$ cat src/rtl/tdr_pkg.sv
package tdr_pkg;

    typedef enum logic [3:0] {
        S_IDLE, S_POLL, S_CHK, S_PTR, S_PTRW,
        S_FETCH, S_LOAD, S_EMIT, S_WB2, S_WB1
    } tdr_state_e;

    // Line-side error flags, bit 0 = retry failure ... bit 4 = buffer error
    typedef struct packed {
        logic buff;
        logic uflo;
        logic lcol;
        logic lcar;
        logic rtry;
    } phy_err_t;

    localparam int OWN_BIT  = 31;
    localparam int ERR_BIT  = 30;
    localparam int RTRY_POS = 26;
    localparam int LCAR_POS = 27;
    localparam int LCOL_POS = 28;
    localparam int UFLO_POS = 30;
    localparam int BUFF_POS = 31;

    function automatic logic [31:0] err_report(phy_err_t e);
        logic [31:0] w;
        w = '0;
        w[RTRY_POS] = e.rtry;
        w[LCAR_POS] = e.lcar;
        w[LCOL_POS] = e.lcol;
        w[UFLO_POS] = e.uflo;
        w[BUFF_POS] = e.buff;
        return w;
    endfunction

    function automatic logic [15:0] neg16(logic [15:0] v);
        return ~v + 16'd1;
    endfunction

endpackage

$ cat src/rtl/tdr_ring_ptr.sv
module tdr_ring_ptr #(
    parameter int AW      = 8,
    parameter int LOG_MAX = 4
) (
    input  logic                clk,
    input  logic                rst,
    input  logic                start,
    input  logic                advance,
    input  logic [3:0]          ring_log,
    input  logic [AW-1:0]       ring_base,
    output logic [AW-1:0]       desc_addr
);
    localparam int PADW = AW - LOG_MAX - 2;

    logic [LOG_MAX-1:0] idx_q;
    logic [LOG_MAX-1:0] mask;
    int                 eff_log;

    always_comb begin
        eff_log = (int'(ring_log) > LOG_MAX) ? LOG_MAX : int'(ring_log);
        mask = '0;
        for (int b = 0; b < LOG_MAX; b++) begin
            if (b < eff_log) mask[b] = 1'b1;
        end
    end

    always_ff @(posedge clk) begin
        if (rst || start) begin
            idx_q <= '0;
        end else if (advance) begin
            idx_q <= (idx_q + LOG_MAX'(1)) & mask;
        end
    end

    assign desc_addr = ring_base + {{PADW{1'b0}}, idx_q, 2'b00};

endmodule

$ cat src/rtl/tdr_frame_shaper.sv
module tdr_frame_shaper #(
    parameter int MIN_LEN = 60
) (
    input  logic [15:0] bcnt,
    input  logic        autopad,
    input  logic [15:0] cnt,
    input  logic [31:0] word,
    output logic        in_buf,
    output logic        is_last,
    output logic [7:0]  byte_out
);
    logic [15:0] total;
    logic [7:0]  lane;

    always_comb begin
        if (autopad && bcnt < 16'(MIN_LEN)) total = 16'(MIN_LEN);
        else if (bcnt == 16'd0)             total = 16'd1;
        else                                total = bcnt;
    end

    assign in_buf   = cnt < bcnt;
    assign is_last  = cnt == total - 16'd1;
    assign lane     = word[8*cnt[1:0] +: 8];
    assign byte_out = in_buf ? lane : 8'h00;

endmodule

$ cat src/rtl/tdr_engine.sv
module tdr_engine
    import tdr_pkg::*;
#(
    parameter int AW      = 8,
    parameter int LOG_MAX = 4,
    parameter int MIN_LEN = 60
) (
    input  logic          clk,
    input  logic          rst,
    input  logic          start,
    input  logic          demand,
    input  logic          autopad_en,
    input  logic [3:0]    ring_log,
    input  logic [AW-1:0] ring_base,
    output logic          mem_en,
    output logic          mem_we,
    output logic [AW-1:0] mem_addr,
    output logic [31:0]   mem_wdata,
    input  logic [31:0]   mem_rdata,
    output logic          tx_valid,
    output logic [7:0]    tx_data,
    output logic          tx_last,
    input  logic          tx_ready,
    input  logic [4:0]    phy_err,
    output logic          tx_int,
    input  logic          int_ack
);
    localparam logic [AW-1:0] OFS_STAT = AW'(1);
    localparam logic [AW-1:0] OFS_REP  = AW'(2);

    tdr_state_e    state;
    logic          running;
    logic [31:0]   md1_q;
    logic [AW-1:0] buf_q;
    logic [31:0]   word_q;
    logic [15:0]   cnt_q;
    phy_err_t      err_q;

    logic [AW-1:0] desc_addr;
    logic          in_buf;
    logic          is_last;
    logic [7:0]    shaped_byte;
    logic [15:0]   bcnt;
    logic [AW-1:0] word_ofs;
    logic [31:0]   md1_done;

    assign bcnt     = neg16(md1_q[15:0]);
    assign word_ofs = cnt_q[AW+1:2];

    tdr_ring_ptr #(.AW(AW), .LOG_MAX(LOG_MAX)) u_ptr (
        .clk       (clk),
        .rst       (rst),
        .start     (start),
        .advance   (state == S_WB1),
        .ring_log  (ring_log),
        .ring_base (ring_base),
        .desc_addr (desc_addr)
    );

    tdr_frame_shaper #(.MIN_LEN(MIN_LEN)) u_shape (
        .bcnt     (bcnt),
        .autopad  (autopad_en),
        .cnt      (cnt_q),
        .word     (word_q),
        .in_buf   (in_buf),
        .is_last  (is_last),
        .byte_out (shaped_byte)
    );

    always_comb begin
        md1_done          = md1_q;
        md1_done[OWN_BIT] = 1'b0;
        md1_done[ERR_BIT] = |err_q;
    end

    // Memory port decode
    always_comb begin
        mem_en    = 1'b0;
        mem_we    = 1'b0;
        mem_addr  = desc_addr;
        mem_wdata = '0;
        unique case (state)
            S_POLL: begin
                mem_en   = 1'b1;
                mem_addr = desc_addr + OFS_STAT;
            end
            S_PTR: begin
                mem_en   = 1'b1;
                mem_addr = desc_addr;
            end
            S_FETCH: begin
                mem_en   = in_buf;
                mem_addr = buf_q + word_ofs;
            end
            S_WB2: begin
                mem_en    = 1'b1;
                mem_we    = 1'b1;
                mem_addr  = desc_addr + OFS_REP;
                mem_wdata = err_report(err_q);
            end
            S_WB1: begin
                mem_en    = 1'b1;
                mem_we    = 1'b1;
                mem_addr  = desc_addr + OFS_STAT;
                mem_wdata = md1_done;
            end
            default: ;
        endcase
    end

    assign tx_valid = state == S_EMIT;
    assign tx_data  = tx_valid ? shaped_byte : 8'h00;
    assign tx_last  = tx_valid && is_last;

    always_ff @(posedge clk) begin
        if (rst) begin
            state   <= S_IDLE;
            running <= 1'b0;
            md1_q   <= '0;
            buf_q   <= '0;
            word_q  <= '0;
            cnt_q   <= '0;
            err_q   <= '0;
        end else if (start) begin
            state   <= S_IDLE;
            running <= 1'b1;
        end else begin
            unique case (state)
                S_IDLE:  if (demand && running) state <= S_POLL;
                S_POLL:  state <= S_CHK;
                S_CHK: begin
                    if (mem_rdata[OWN_BIT]) begin
                        md1_q <= mem_rdata;
                        state <= S_PTR;
                    end else begin
                        state <= S_IDLE;
                    end
                end
                S_PTR:   state <= S_PTRW;
                S_PTRW: begin
                    buf_q <= mem_rdata[AW-1:0];
                    cnt_q <= '0;
                    state <= S_FETCH;
                end
                S_FETCH: begin
                    if (in_buf) begin
                        state <= S_LOAD;
                    end else begin
                        word_q <= '0;
                        state  <= S_EMIT;
                    end
                end
                S_LOAD: begin
                    word_q <= mem_rdata;
                    state  <= S_EMIT;
                end
                S_EMIT: begin
                    if (tx_ready) begin
                        cnt_q <= cnt_q + 16'd1;
                        if (is_last) begin
                            err_q <= phy_err_t'(phy_err);
                            state <= S_WB2;
                        end else if (cnt_q[1:0] == 2'b11) begin
                            state <= S_FETCH;
                        end
                    end
                end
                S_WB2:   state <= S_WB1;
                S_WB1:   state <= S_POLL;
                default: state <= S_IDLE;
            endcase
        end
    end

    always_ff @(posedge clk) begin
        if (rst)                  tx_int <= 1'b0;
        else if (state == S_WB1)  tx_int <= 1'b1;
        else if (int_ack)         tx_int <= 1'b0;
    end

endmodule

$ cat config.mk
export PLATFORM = sky130hd
export DESIGN_NAME = tdr_engine
export DESIGN_NICKNAME = d
export VERILOG_FILES = /design/src/rtl/tdr_pkg.sv /design/src/rtl/tdr_ring_ptr.sv /design/src/rtl/tdr_frame_shaper.sv /design/src/rtl/tdr_engine.sv
export SDC_FILE = /design/constraint.sdc
export NUM_CORES = 1
export LEC_CHECK = 0
export ABC_AREA = 1
export BUFFER_PORTS_ARGS = -buffer_cell sky130_fd_sc_hd__buf_4
export CAP_MARGIN = 10
export CORE_ASPECT_RATIO = 1.2
export CORE_UTILIZATION = 55
export DETAILED_ROUTE_END_ITERATION = 10
export PLACE_DENSITY = 0.81
export SLEW_MARGIN = 30
export SYNTH_ARGS = -nofsm -noshare
export SYNTH_HDL_FRONTEND = slang
export SYNTH_SLANG_ARGS = --single-unit
$ cat constraint.sdc
create_clock -name clk -period 5.3 [get_ports clk]
set_clock_uncertainty 0.15 [all_clocks]
set_input_delay 0.53 -clock clk [delete_from_list [all_inputs] [get_ports clk]]
set_output_delay 0.53 -clock clk [all_outputs]
set_load 0.02 [all_outputs]
==> flow_metrics.tcl, run 1 <==
set metrics [dict create \
    critPathRequiredTime_ns 4.62 \
    synth_simple_gate_area_share 0.370 \
    fmaxAchievable_ghz 0.206 \
    critical_path.reg2reg.endpoint "err_q[0]$_SDFFE_PP0P_" \
    final-instance-count-excl-fill 1295 \
    post_route_cell_area_sq_um 8240 \
    cts_resized 0 \
    cts-root-to-sink-buffers 2 \
    clk_root_buffer_cell "sky130_fd_sc_hd__clkbuf_16" \
    buffer_ports.inserted 108 \
    max_cap_violations 0 \
    postLayoutCoreUtil 0.671 \
    slew_headroom 0.378 \
    drt-wirelength-per-cell_um 15.1 \
    synthMuxAreaShare 0 \
    antenna_left 0 \
    worst_r2r_path_depth 26 \
    power-per-cell-area_nw_per_um2 232 \
    synthesis.instances 1038 \
    detailed_place.area_sq_um 7930 \
    yosysMostFrequentCell "sky130_fd_sc_hd__nand2_1" \
    yosys-top-cells-count "sky130_fd_sc_hd__nand2_1, sky130_fd_sc_hd__nor2_1, sky130_fd_sc_hd__inv_1, sky130_fd_sc_hd__a21oi_1, sky130_fd_sc_hd__dfxtp_1" \
    num_io_pins 109 \
    layout.nets 1219 \
    grt_max_degree 61 \
    run_status "finished, final reports clean" \
    clock_power_share 0.355 \
    cts-buffers-inserted 9 \
    synth_top_cell_area_share 0.288 \
    max_ir_drop_vdd_uv 131 \
    topRoutingLayerUsed "met4" \
    final_setup_slack_of_the_worst_path_ns 0.442 \
    power.internal_uw 1320 \
    dpl.hpwl_mm 15.2 \
    grt_antenna_before_repair 0 \
    synth_xor_xnor_area_share 0.0264 \
    rsz0062_at_grt "false" \
    type_of_origin_of_the_critical_path "register" \
    synth.cell_area_sq_um 7020 \
    worstHoldPathCells 3 \
    synth_top_family_by_area "simple AND/OR/NAND/NOR gates" \
    die-area_sq_um 13200 \
    finalCritPeriodShare 0.917 \
    hold_class "input pin to register" \
    detail_route.first_pass.iterations 6 \
    wirelength_routed_mm 19.6 \
    r2r_setup_slack_ns 1.09 \
    met2_wirelength_mm 9.63 \
    postSynthRegisterBits 101 \
    report.final.setup_viol 0 \
    dr.first_iter.drc_count 594 \
    hold-path-endpoint "err_q[2]$_SDFFE_PP0P_" \
    async_reset_ff_frac 0 \
    hold_path.startpoint "phy_err[2]" \
    cts-htree-levels 3 \
    final_period_minus_worst_setup_slack_ns 4.86 \
    synthesis.nets 1128 \
    synthesis.area_per_instance_sq_um 6.76 \
    seqPwrFrac 0.398 \
    die_y_um 126 \
    clock_slew_at_the_register_clock_pins_of_the_worst_setup_and_hold_paths_ns 0.07 \
    netlist.top_cell.by_area "sky130_fd_sc_hd__dfxtp_1" \
    grt_remaining_overflow 0 \
    timing.setup.tns_ns 0 \
    core_area_sq_um 12300 \
    grt_pass1_vias 6524 \
    numClockSinks 101 \
    first_pass_grt_wire_length_mm 31.5 \
    synth.distinct_cells 54 \
    power.share.switching 0.311 \
    final_layout_size_suffix_gt1_frac 0.194 \
    worstPathMaxFanout 12 \
    place.detailed.instances 1279 \
    hold_violations 0 \
    critical_path_class "register to output pin" \
    layout_area_overhead_pct 17.4 \
    placement_rows 44 \
    detailroute.via_count 7137 \
    power.switching_uw 595 \
    synth_edf_count 0 \
    cp-end-kind "output pin" \
    worstSkewPairLatency_ns 0.34 \
    routed-wl-met3_mm 1.23 \
    worstMarginPinSlew_ns 0.929 \
    hold_buffers 0 \
    remaining_drc_errors 0 \
    routed_via_density 5.51 \
    area_fraction_in_compound_gates_after_synthesis 0.163 \
    yosysWarningCount 0 \
    worst_ep_arrival_time_ns 4.18 \
    reg2reg_from "md1_q[0]$_SDFFE_PP0P_" \
    power.leakage_uw 0.00370 \
    power.share.combinational 0.247 \
    grt_usage 0.296 \
    synth_ff_type "sky130_fd_sc_hd__dfxtp_1" \
    final-max-slew-violation-count 0 \
    routabilityCongestion 0.967 \
    route.layer.met1.wl_mm 8.16 \
    initial_utilization 0.572 \
    insertedDiodeCount 0 \
    synth.area.top_cells "sky130_fd_sc_hd__dfxtp_1, sky130_fd_sc_hd__nand2_1, sky130_fd_sc_hd__a21oi_1, sky130_fd_sc_hd__nor2_1, sky130_fd_sc_hd__inv_1" \
    synth_seq_area_share 0.288 \
    cts_tree "yes" \
    synth_fa_ha_area_frac 0.0628 \
    preCtsSetupSlack_ns 0.840 \
    die_width_um 105 \
    cts.repair_timing.setup_buffer_count 0 \
]
==> stage by stage <==
| stage | hold slack, ns | total power (uW) |
|---|---|---|
| floorplan | 0.280 | 1130 |
| global placement | 0.291 | 1240 |
| detailed placement | 0.292 | 1250 |
| CTS | 0.240 | 1910 |
| global route | 0.261 | 2000 |
| finish | 0.240 | 1910 |
==> flip-flops by register name, indices dropped and copies added (netlist names) <==
signal and count:
running 1, md1_q 30, u_ptr.idx_q 4, cnt_q 16, word_q 32, buf_q 8, err_q 5, tx_int 1
state 4
==> logic make-up after synthesis <==
group | after synthesis
AO/OA/AOI/OAI | 204
XOR/XNOR | 19
adder cells (fa/ha/maj) | 34
buffers and inverters | 162
flip-flops | 101
AND/OR/NAND/NOR | 518
==> cells in the final DEF (no fill, tap or decap), drive strengths merged, types with 4 or more instances in the layout <==
cell type / synthesis / routed
xor2: 16 / 16
inv: 124 / 127
o211ai: 4 / 4
ha: 32 / 32
dfxtp: 101 / 101
nand2: 230 / 230
nand4: 16 / 16
nor2: 135 / 135
a221oi: 8 / 8
nand3: 95 / 95
clkbuf: 32 / 11
o21ai: 60 / 60
a21oi: 102 / 102
nand3b: 4 / 4
or2: 4 / 4
nor3: 22 / 22
a211oi: 8 / 8
buf: 2 / 114
clkinv: 4 / 4
nor3b: 7 / 7
==> critical path: stages, from the launching register on <==
cell and delay (ns):
sky130_fd_sc_hd__dfxtp_1 0.34, sky130_fd_sc_hd__inv_2 0.12, sky130_fd_sc_hd__ha_1 0.21, sky130_fd_sc_hd__inv_1 0.06, sky130_fd_sc_hd__nor2_2 0.15, sky130_fd_sc_hd__inv_2 0.07, sky130_fd_sc_hd__nor2_4 0.14, sky130_fd_sc_hd__nand2_1 0.06
sky130_fd_sc_hd__nand2_1 0.18, sky130_fd_sc_hd__nand3_2 0.13, sky130_fd_sc_hd__nor2_4 0.18, sky130_fd_sc_hd__nand3_4 0.23, sky130_fd_sc_hd__nand2_4 0.23, sky130_fd_sc_hd__ha_1 0.21, sky130_fd_sc_hd__nand2_1 0.06, sky130_fd_sc_hd__inv_1 0.07
sky130_fd_sc_hd__nand3_2 0.14, sky130_fd_sc_hd__xnor2_1 0.24, sky130_fd_sc_hd__nor2_1 0.08, sky130_fd_sc_hd__nor3b_1 0.18, sky130_fd_sc_hd__nand3_1 0.10, sky130_fd_sc_hd__nor2_1 0.10, sky130_fd_sc_hd__nand2_1 0.07, sky130_fd_sc_hd__nor2_1 0.15
sky130_fd_sc_hd__nand3_1 0.09, sky130_fd_sc_hd__nor2_1 0.10, sky130_fd_sc_hd__buf_4 0.14
==> per-layer routing <==
layer,global-route usage,up-vias
li1,-,3624
met1,0.362,3234
met2,0.517,235
met3,0.0502,44
met4,0.115,0
met5,0,-
==> worst max path at each step <==
| stage | start | to | slack [ns] |
|---|---|---|---|
| final | md1_q[0]$_SDFFE_PP0P_ | tx_last | 0.44 |
| after global routing | md1_q[0]$_SDFFE_PP0P_ | tx_last | 0.05 |
| after CTS | md1_q[0]$_SDFFE_PP0P_ | tx_last | 0.46 |
| after detailed placement | md1_q[0]$_SDFFE_PP0P_ | tx_last | 0.84 |
| after global placement | md1_q[0]$_SDFFE_PP0P_ | tx_last | 0.98 |
| after floorplan | md1_q[0]$_SDFFE_PP0P_ | tx_last | 1.27 |
==> power groups by stage <==
stage          logic (uW)  registers, uW  clock network [uW]
3_5_place_dp          468            780                   0
6_report              472            762                 679
5_1_grt               524            762                 716
4_1_cts               469            762                 684
3_3_place_gp          461            779                   0
2_1_floorplan         353            779                   0
==> cell type report <==
class / instances / area, sq um
Multi-Input combinational cell: 775 / 4370
Clock inverter: 5 / 66.3
Clock buffer: 11 / 243
Timing Repair Buffer: 114 / 856
Sequential cell: 101 / 2020
Fill cell: 1102 / 4040
Tap cell: 161 / 201
Inverter: 128 / 483
Note: power is estimated with default switching activity, not from simulation.
==> run 2, diff against run 1 <==
--- a/config.mk
+++ b/config.mk
@@ -6,13 +6,14 @@
 export NUM_CORES = 1
 export LEC_CHECK = 0
 export ABC_AREA = 1
-export BUFFER_PORTS_ARGS = -buffer_cell sky130_fd_sc_hd__buf_4
 export CAP_MARGIN = 10
 export CORE_ASPECT_RATIO = 1.2
-export CORE_UTILIZATION = 55
+export CORE_UTILIZATION = 40
 export DETAILED_ROUTE_END_ITERATION = 10
-export PLACE_DENSITY = 0.81
+export DONT_BUFFER_PORTS = 1
+export PLACE_DENSITY = 0.57
 export SLEW_MARGIN = 30
 export SYNTH_ARGS = -nofsm -noshare
 export SYNTH_HDL_FRONTEND = slang
 export SYNTH_SLANG_ARGS = --single-unit
+export TNS_END_PERCENT = 50
==> flow_metrics.tcl, run 2 (same netlist as run 1, synthesis figures left out) <==
set metrics [dict create \
    final_layout_size_suffix_gt1_frac 0.120 \
    cp-end-kind "output pin" \
    num_io_pins 109 \
    cts-root-to-sink-buffers 2 \
    wirelength_routed_mm 20.2 \
    die_y_um 147 \
    routabilityCongestion 0.886 \
    register_with_the_most_flip_flops "word_q" \
    type_of_origin_of_the_critical_path "register" \
    dpl.hpwl_mm 15.7 \
    drt-wirelength-per-cell_um 16.1 \
    routed_via_density 5.25 \
    first_pass_grt_wire_length_mm 32.5 \
    dr.first_iter.drc_count 364 \
    die_width_um 123 \
    remaining_drc_errors 0 \
    layout_area_overhead_pct 8.08 \
    power-per-cell-area_nw_per_um2 248 \
    detail_route.first_pass.iterations 4 \
    power.leakage_uw 0.00322 \
    timing.setup.tns_ns 0 \
    cts_tree "yes" \
    clk_root_buffer_cell "sky130_fd_sc_hd__clkbuf_16" \
    report.final.setup_viol 0 \
    slew_headroom 0.393 \
    critPathRequiredTime_ns 4.62 \
    rsz0062_at_grt "false" \
    layout.cells.most_common_list "sky130_fd_sc_hd__nand2_1, sky130_fd_sc_hd__nor2_1, sky130_fd_sc_hd__inv_1" \
    cts-htree-levels 3 \
    die-area_sq_um 18100 \
    kind_of_cell_with_the_highest_combined_delay_on_the_critical_path "simple AND/OR/NAND/NOR gates" \
    layout.cells.most_common "sky130_fd_sc_hd__nand2_1" \
    place.detailed.instances 1235 \
    multiInputGateArea_sq_um 4380 \
    worstMarginPinSlew_ns 0.907 \
    numClockSinks 101 \
    layout.nets 1120 \
    critical_path_class "register to output pin" \
    critPathBufInv 4 \
    initial_utilization 0.412 \
    grt_remaining_overflow 0 \
    max_cap_violations 0 \
    grt_antenna_before_repair 0 \
    grt_max_degree 61 \
    final-instance-count-excl-fill 1251 \
    max_ir_drop_vdd_uv 155 \
    post_route_cell_area_sq_um 7580 \
    cp_common_cell "sky130_fd_sc_hd__nand2_1" \
    register_area_sq_um 2020 \
    final-max-slew-violation-count 0 \
    hold_class "input pin to register" \
    nFillCells 1850 \
    grt_usage 0.230 \
    hold_buffers 0 \
    worst_ep_arrival_time_ns 4.17 \
    insertedDiodeCount 0 \
    worstSkewPairLatency_ns 0.35 \
    grt_pass1_vias 6339 \
    largest_register_ffs 32 \
    final_period_minus_worst_setup_slack_ns 4.85 \
    antenna_left 0 \
    worstPathMaxFanout 12 \
    detailroute.via_count 6562 \
    core_area_sq_um 17000 \
    cts-buffers-inserted 9 \
    clock_slew_at_the_register_clock_pins_of_the_worst_setup_and_hold_paths_ns 0.08 \
    run_status "finished, final reports clean" \
    fmaxAchievable_ghz 0.206 \
    worst_path_largest_cell_delay_ns 0.34 \
    placement_rows 52 \
    hold_violations 0 \
    finalCritPeriodShare 0.914 \
    worst_path_max_delay_cell "sky130_fd_sc_hd__dfxtp_1" \
    largest_registers "word_q x32, md1_q x30, cnt_q x16" \
    detailed_place.area_sq_um 7260 \
    buffer_ports.inserted 0 \
]
## run 2: changes by cell type in the layout (fill, tap and decap cells not counted)
cell / before / now
sky130_fd_sc_hd__bufinv_16: 1 / 0
sky130_fd_sc_hd__clkbuf_1: 1 / 0
sky130_fd_sc_hd__nor3b_2: 0 / 1
sky130_fd_sc_hd__nand2_4: 6 / 7
sky130_fd_sc_hd__clkinv_4: 0 / 1
sky130_fd_sc_hd__nand2_1: 205 / 204
sky130_fd_sc_hd__nor3b_1: 7 / 6
sky130_fd_sc_hd__inv_6: 2 / 1
sky130_fd_sc_hd__clkinvlp_4: 1 / 0
sky130_fd_sc_hd__clkinv_8: 0 / 3
sky130_fd_sc_hd__inv_8: 1 / 2
sky130_fd_sc_hd__clkbuf_8: 1 / 0
sky130_fd_sc_hd__buf_4: 114 / 15
## run 2: worst paths after layout
path / endpoint / cells past startpoint / start / slack [ns]
max reg2reg: err_q[0]$_SDFFE_PP0P_ / 29 / md1_q[0]$_SDFFE_PP0P_ / 1.09
max: tx_last / 25 / md1_q[0]$_SDFFE_PP0P_ / 0.45
min reg2reg: md1_q[21]$_SDFFE_PP0P_ / 2 / md1_q[21]$_SDFFE_PP0P_ / 0.31
min: tx_int$_SDFFE_PP0P_ / 1 / rst / 0.09
## run 2: area by class of cell
type | count | share of cell area
tap | 216 | 0.0356
clock inverter | 7 | 0.0117
sequential | 101 | 0.267
clock buffer | 9 | 0.0297
timing repair buffer | 15 | 0.0148
multi-input combinational | 775 | 0.578
inverter | 128 | 0.0637
## run 2: stage by stage
step	total power [uW]	hold WS, ns	setup slack [ns]	utilization
after global placement	1200	0.291	0.708	0.426
after floorplan	1130	0.280	1.27	-
after detailed placement	1200	0.296	0.587	0.426
final	1880	0.0891	0.455	0.445
after global routing	1970	0.0755	0.0626	0.445
after CTS	1890	0.0739	0.183	0.444
## run 2: where the power goes
part           switching, uW  internal, uW  leakage [uW]
sequential              1.66           760      0.000814
clock                    352           341      0.000152
combinational            280           143       0.00225
## run 2: timing repair
action | in CTS | in global routing
endpoints found under the hold margin | 0 | 0
endpoints found under the setup margin | 0 | 1
buffers inserted | 0 | 0
gates resized for setup | 0 | 2
## run 2: layer usage
layer,vias up,part of all wire,global-route usage
met1,2972,0.43,0.285
met3,22,0.052,0.0357
met5,-,0,0
li1,3435,-,-
met2,133,0.50,0.401
met4,0,0.018,0.0768
==> run 3, diff against run 2 <==
--- a/config.mk
+++ b/config.mk
@@ -11,9 +11,10 @@
 export CORE_UTILIZATION = 40
 export DETAILED_ROUTE_END_ITERATION = 10
 export DONT_BUFFER_PORTS = 1
-export PLACE_DENSITY = 0.57
+export PLACE_DENSITY = 0.52
 export SLEW_MARGIN = 30
 export SYNTH_ARGS = -nofsm -noshare
 export SYNTH_HDL_FRONTEND = slang
+export SYNTH_HIERARCHICAL = 1
 export SYNTH_SLANG_ARGS = --single-unit
 export TNS_END_PERCENT = 50
==> flow_metrics.tcl, run 3 <==
set metrics [dict create \
    cts.repair_timing.setup_buffer_count 0 \
    cp-end-kind "output pin" \
    routed_via_density 5.29 \
    cts-buffers-inserted 9 \
    final_layout_size_suffix_gt1_frac 0.0740 \
    final_setup_slack_of_the_worst_path_ns 0.375 \
    clock_power_share 0.406 \
    insertedDiodeCount 0 \
    fmaxAchievable_ghz 0.203 \
    cts-htree-levels 3 \
    die_y_um 146 \
    wirelength_routed_mm 20.7 \
    postSynthRegisterBits 101 \
    use_met3 0.0563 \
    slew_headroom 0.387 \
    grt-busiest-layer "met2" \
    power.switching_uw 536 \
    netlist.top_cell.by_area "sky130_fd_sc_hd__dfxtp_1" \
    largest_register_ffs 32 \
    grt_pass1_vias 6335 \
    place.detailed.instances 1240 \
    async_reset_ff_frac 0 \
    grt_remaining_overflow 0 \
    critical_path_class "register to output pin" \
    final-instance-count-excl-fill 1256 \
    synth.area.top_cells "sky130_fd_sc_hd__dfxtp_1, sky130_fd_sc_hd__nand2_1, sky130_fd_sc_hd__a21oi_1, sky130_fd_sc_hd__inv_1, sky130_fd_sc_hd__nor2_1" \
    synth_edf_count 0 \
    synth_seq_area_share 0.291 \
    synth_ff_type "sky130_fd_sc_hd__dfxtp_1" \
    grt_max_degree 46 \
    cts-root-to-sink-buffers 2 \
    worstMarginPinSlew_ns 0.911 \
    remaining_drc_errors 0 \
    yosys-top-cells-count "sky130_fd_sc_hd__nand2_1, sky130_fd_sc_hd__inv_1, sky130_fd_sc_hd__a21oi_1, sky130_fd_sc_hd__nor2_1, sky130_fd_sc_hd__dfxtp_1" \
    worst_ep_arrival_time_ns 4.25 \
    post_route_cell_area_sq_um 7460 \
    placement_rows 52 \
    run_status "finished, final reports clean" \
    nFillCells 1911 \
    layout.cells.most_common "sky130_fd_sc_hd__nand2_1" \
    final-max-slew-violation-count 0 \
    die_width_um 122 \
    max_ir_drop_vdd_uv 172 \
    final_period_minus_worst_setup_slack_ns 4.93 \
    grt_usage 0.238 \
    multiInputGateArea_sq_um 4220 \
    cts_resized 0 \
    power.share.switching 0.302 \
    numClockSinks 101 \
    preCtsSetupSlack_ns 0.617 \
    synthesis.nets 1143 \
    grt.met1_usage 0.294 \
    power.share.combinational 0.166 \
    hold_violations 0 \
    routabilityCongestion 0.866 \
    synth.distinct_cells 46 \
    core_area_sq_um 16900 \
    initial_utilization 0.411 \
    register_with_the_most_flip_flops "word_q" \
    layout.cells.most_common_list "sky130_fd_sc_hd__nand2_1, sky130_fd_sc_hd__inv_1, sky130_fd_sc_hd__a21oi_1" \
    register_area_sq_um 2020 \
    synthesis.area_per_instance_sq_um 6.61 \
    hold_class "input pin to register" \
    hold_buffers 0 \
    critPathRequiredTime_ns 4.62 \
    met2_usage 0.406 \
    seqPwrFrac 0.428 \
    antenna_left 0 \
    layout_area_overhead_pct 7.19 \
    yosysWarningCount 6 \
    num_io_pins 109 \
    worstSkewPairLatency_ns 0.36 \
    drt-wirelength-per-cell_um 16.5 \
    synth.cell_area_sq_um 6960 \
    clk_root_buffer_cell "sky130_fd_sc_hd__clkbuf_16" \
    detailroute.via_count 6642 \
    max_cap_violations 0 \
    report.final.setup_viol 0 \
    worstPathMaxFanout 8 \
    synth_top_cell_area_share 0.291 \
    power.internal_uw 1240 \
    finalCritPeriodShare 0.929 \
    detail_route.first_pass.iterations 4 \
    synthesis.instances 1053 \
    grt_antenna_before_repair 0 \
    buffer_ports.inserted 0 \
    die-area_sq_um 17900 \
    first_pass_grt_wire_length_mm 33.2 \
    cts_tree "yes" \
    yosysMostFrequentCell "sky130_fd_sc_hd__nand2_1" \
    power-per-cell-area_nw_per_um2 238 \
    largest_registers "word_q x32, md1_q x30, cnt_q x16" \
    p_total_uw 1780 \
    power.leakage_uw 0.00295 \
    layout.nets 1125 \
    clock_slew_at_the_register_clock_pins_of_the_worst_setup_and_hold_paths_ns 0.08 \
    dr.first_iter.drc_count 310 \
    detailed_place.area_sq_um 7110 \
    dpl.hpwl_mm 15.8 \
    type_of_origin_of_the_critical_path "register" \
]
run 3: power by group through the flow:
stage	clock (uW)	combinational [uW]	sequential [uW]
6_report	721	295	761
5_1_grt	765	334	762
4_1_cts	737	293	761
3_5_place_dp	0	291	779
3_3_place_gp	0	290	779
2_1_floorplan	0	248	779
run 3: per-layer routing:
metal	part of all wire	vias to the layer above
li1	-	3469
met1	0.44	3040
met2	0.49	114
met3	0.049	19
met4	0.018	0
met5	0	-
run 3: cell type report:
type / instances / area share
Tap cell: 216 / 0.0362
Timing Repair Buffer: 12 / 0.0121
Multi-Input combinational cell: 770 / 0.566
Clock buffer: 9 / 0.0302
Clock inverter: 7 / 0.0134
Inverter: 141 / 0.0713
Sequential cell: 101 / 0.271
run 3: stage by stage:
stage	TNS (ns)	utilization	hold slack, ns
2_1_floorplan	0	-	0.278
3_3_place_gp	0	0.421	0.291
3_5_place_dp	0	0.421	0.294
4_1_cts	0	0.440	0.0721
5_1_grt	-0.142	0.441	0.0618
6_report	0	0.441	0.0781
run 3: logic make-up after synthesis:
group,share of synthesized area
buf+inv,0.106
fa+ha+maj,0.0633
xor+xnor,0.0415
simple gates,0.329
flops,0.291
compound gates,0.169
run 3: path summary, 6_finish.rpt:
check	startpoint	endpoint	slack, ns	cells after the start
setup reg to reg	md1_q[0]$_SDFFE_PP0P_	err_q[0]$_SDFFE_PP0P_	0.78	25
hold / removal	rst	tx_int$_SDFFE_PP0P_	0.08	1
setup / recovery	md1_q[0]$_SDFFE_PP0P_	tx_data[5]	0.37	16
hold reg to reg	md1_q[29]$_SDFFE_PP0P_	md1_q[29]$_SDFFE_PP0P_	0.30	2
run 3: worst max-delay path, cell delays in order, from the launching register on:
cell	delay, ns
sky130_fd_sc_hd__dfxtp_1	0.35
sky130_fd_sc_hd__nor3_1	0.29
sky130_fd_sc_hd__nand2_1	0.08
sky130_fd_sc_hd__nor2_1	0.27
sky130_fd_sc_hd__and3_1	0.26
sky130_fd_sc_hd__xor2_1	0.17
sky130_fd_sc_hd__buf_4	0.16
sky130_fd_sc_hd__inv_1	0.05
sky130_fd_sc_hd__ha_1	0.30
sky130_fd_sc_hd__a21oi_1	0.13
sky130_fd_sc_hd__o21ai_0	0.10
sky130_fd_sc_hd__a21oi_1	0.12
sky130_fd_sc_hd__a21boi_0	0.74
sky130_fd_sc_hd__inv_1	0.32
sky130_fd_sc_hd__nor2_1	0.19
sky130_fd_sc_hd__inv_1	0.06
sky130_fd_sc_hd__nor2_1	0.31
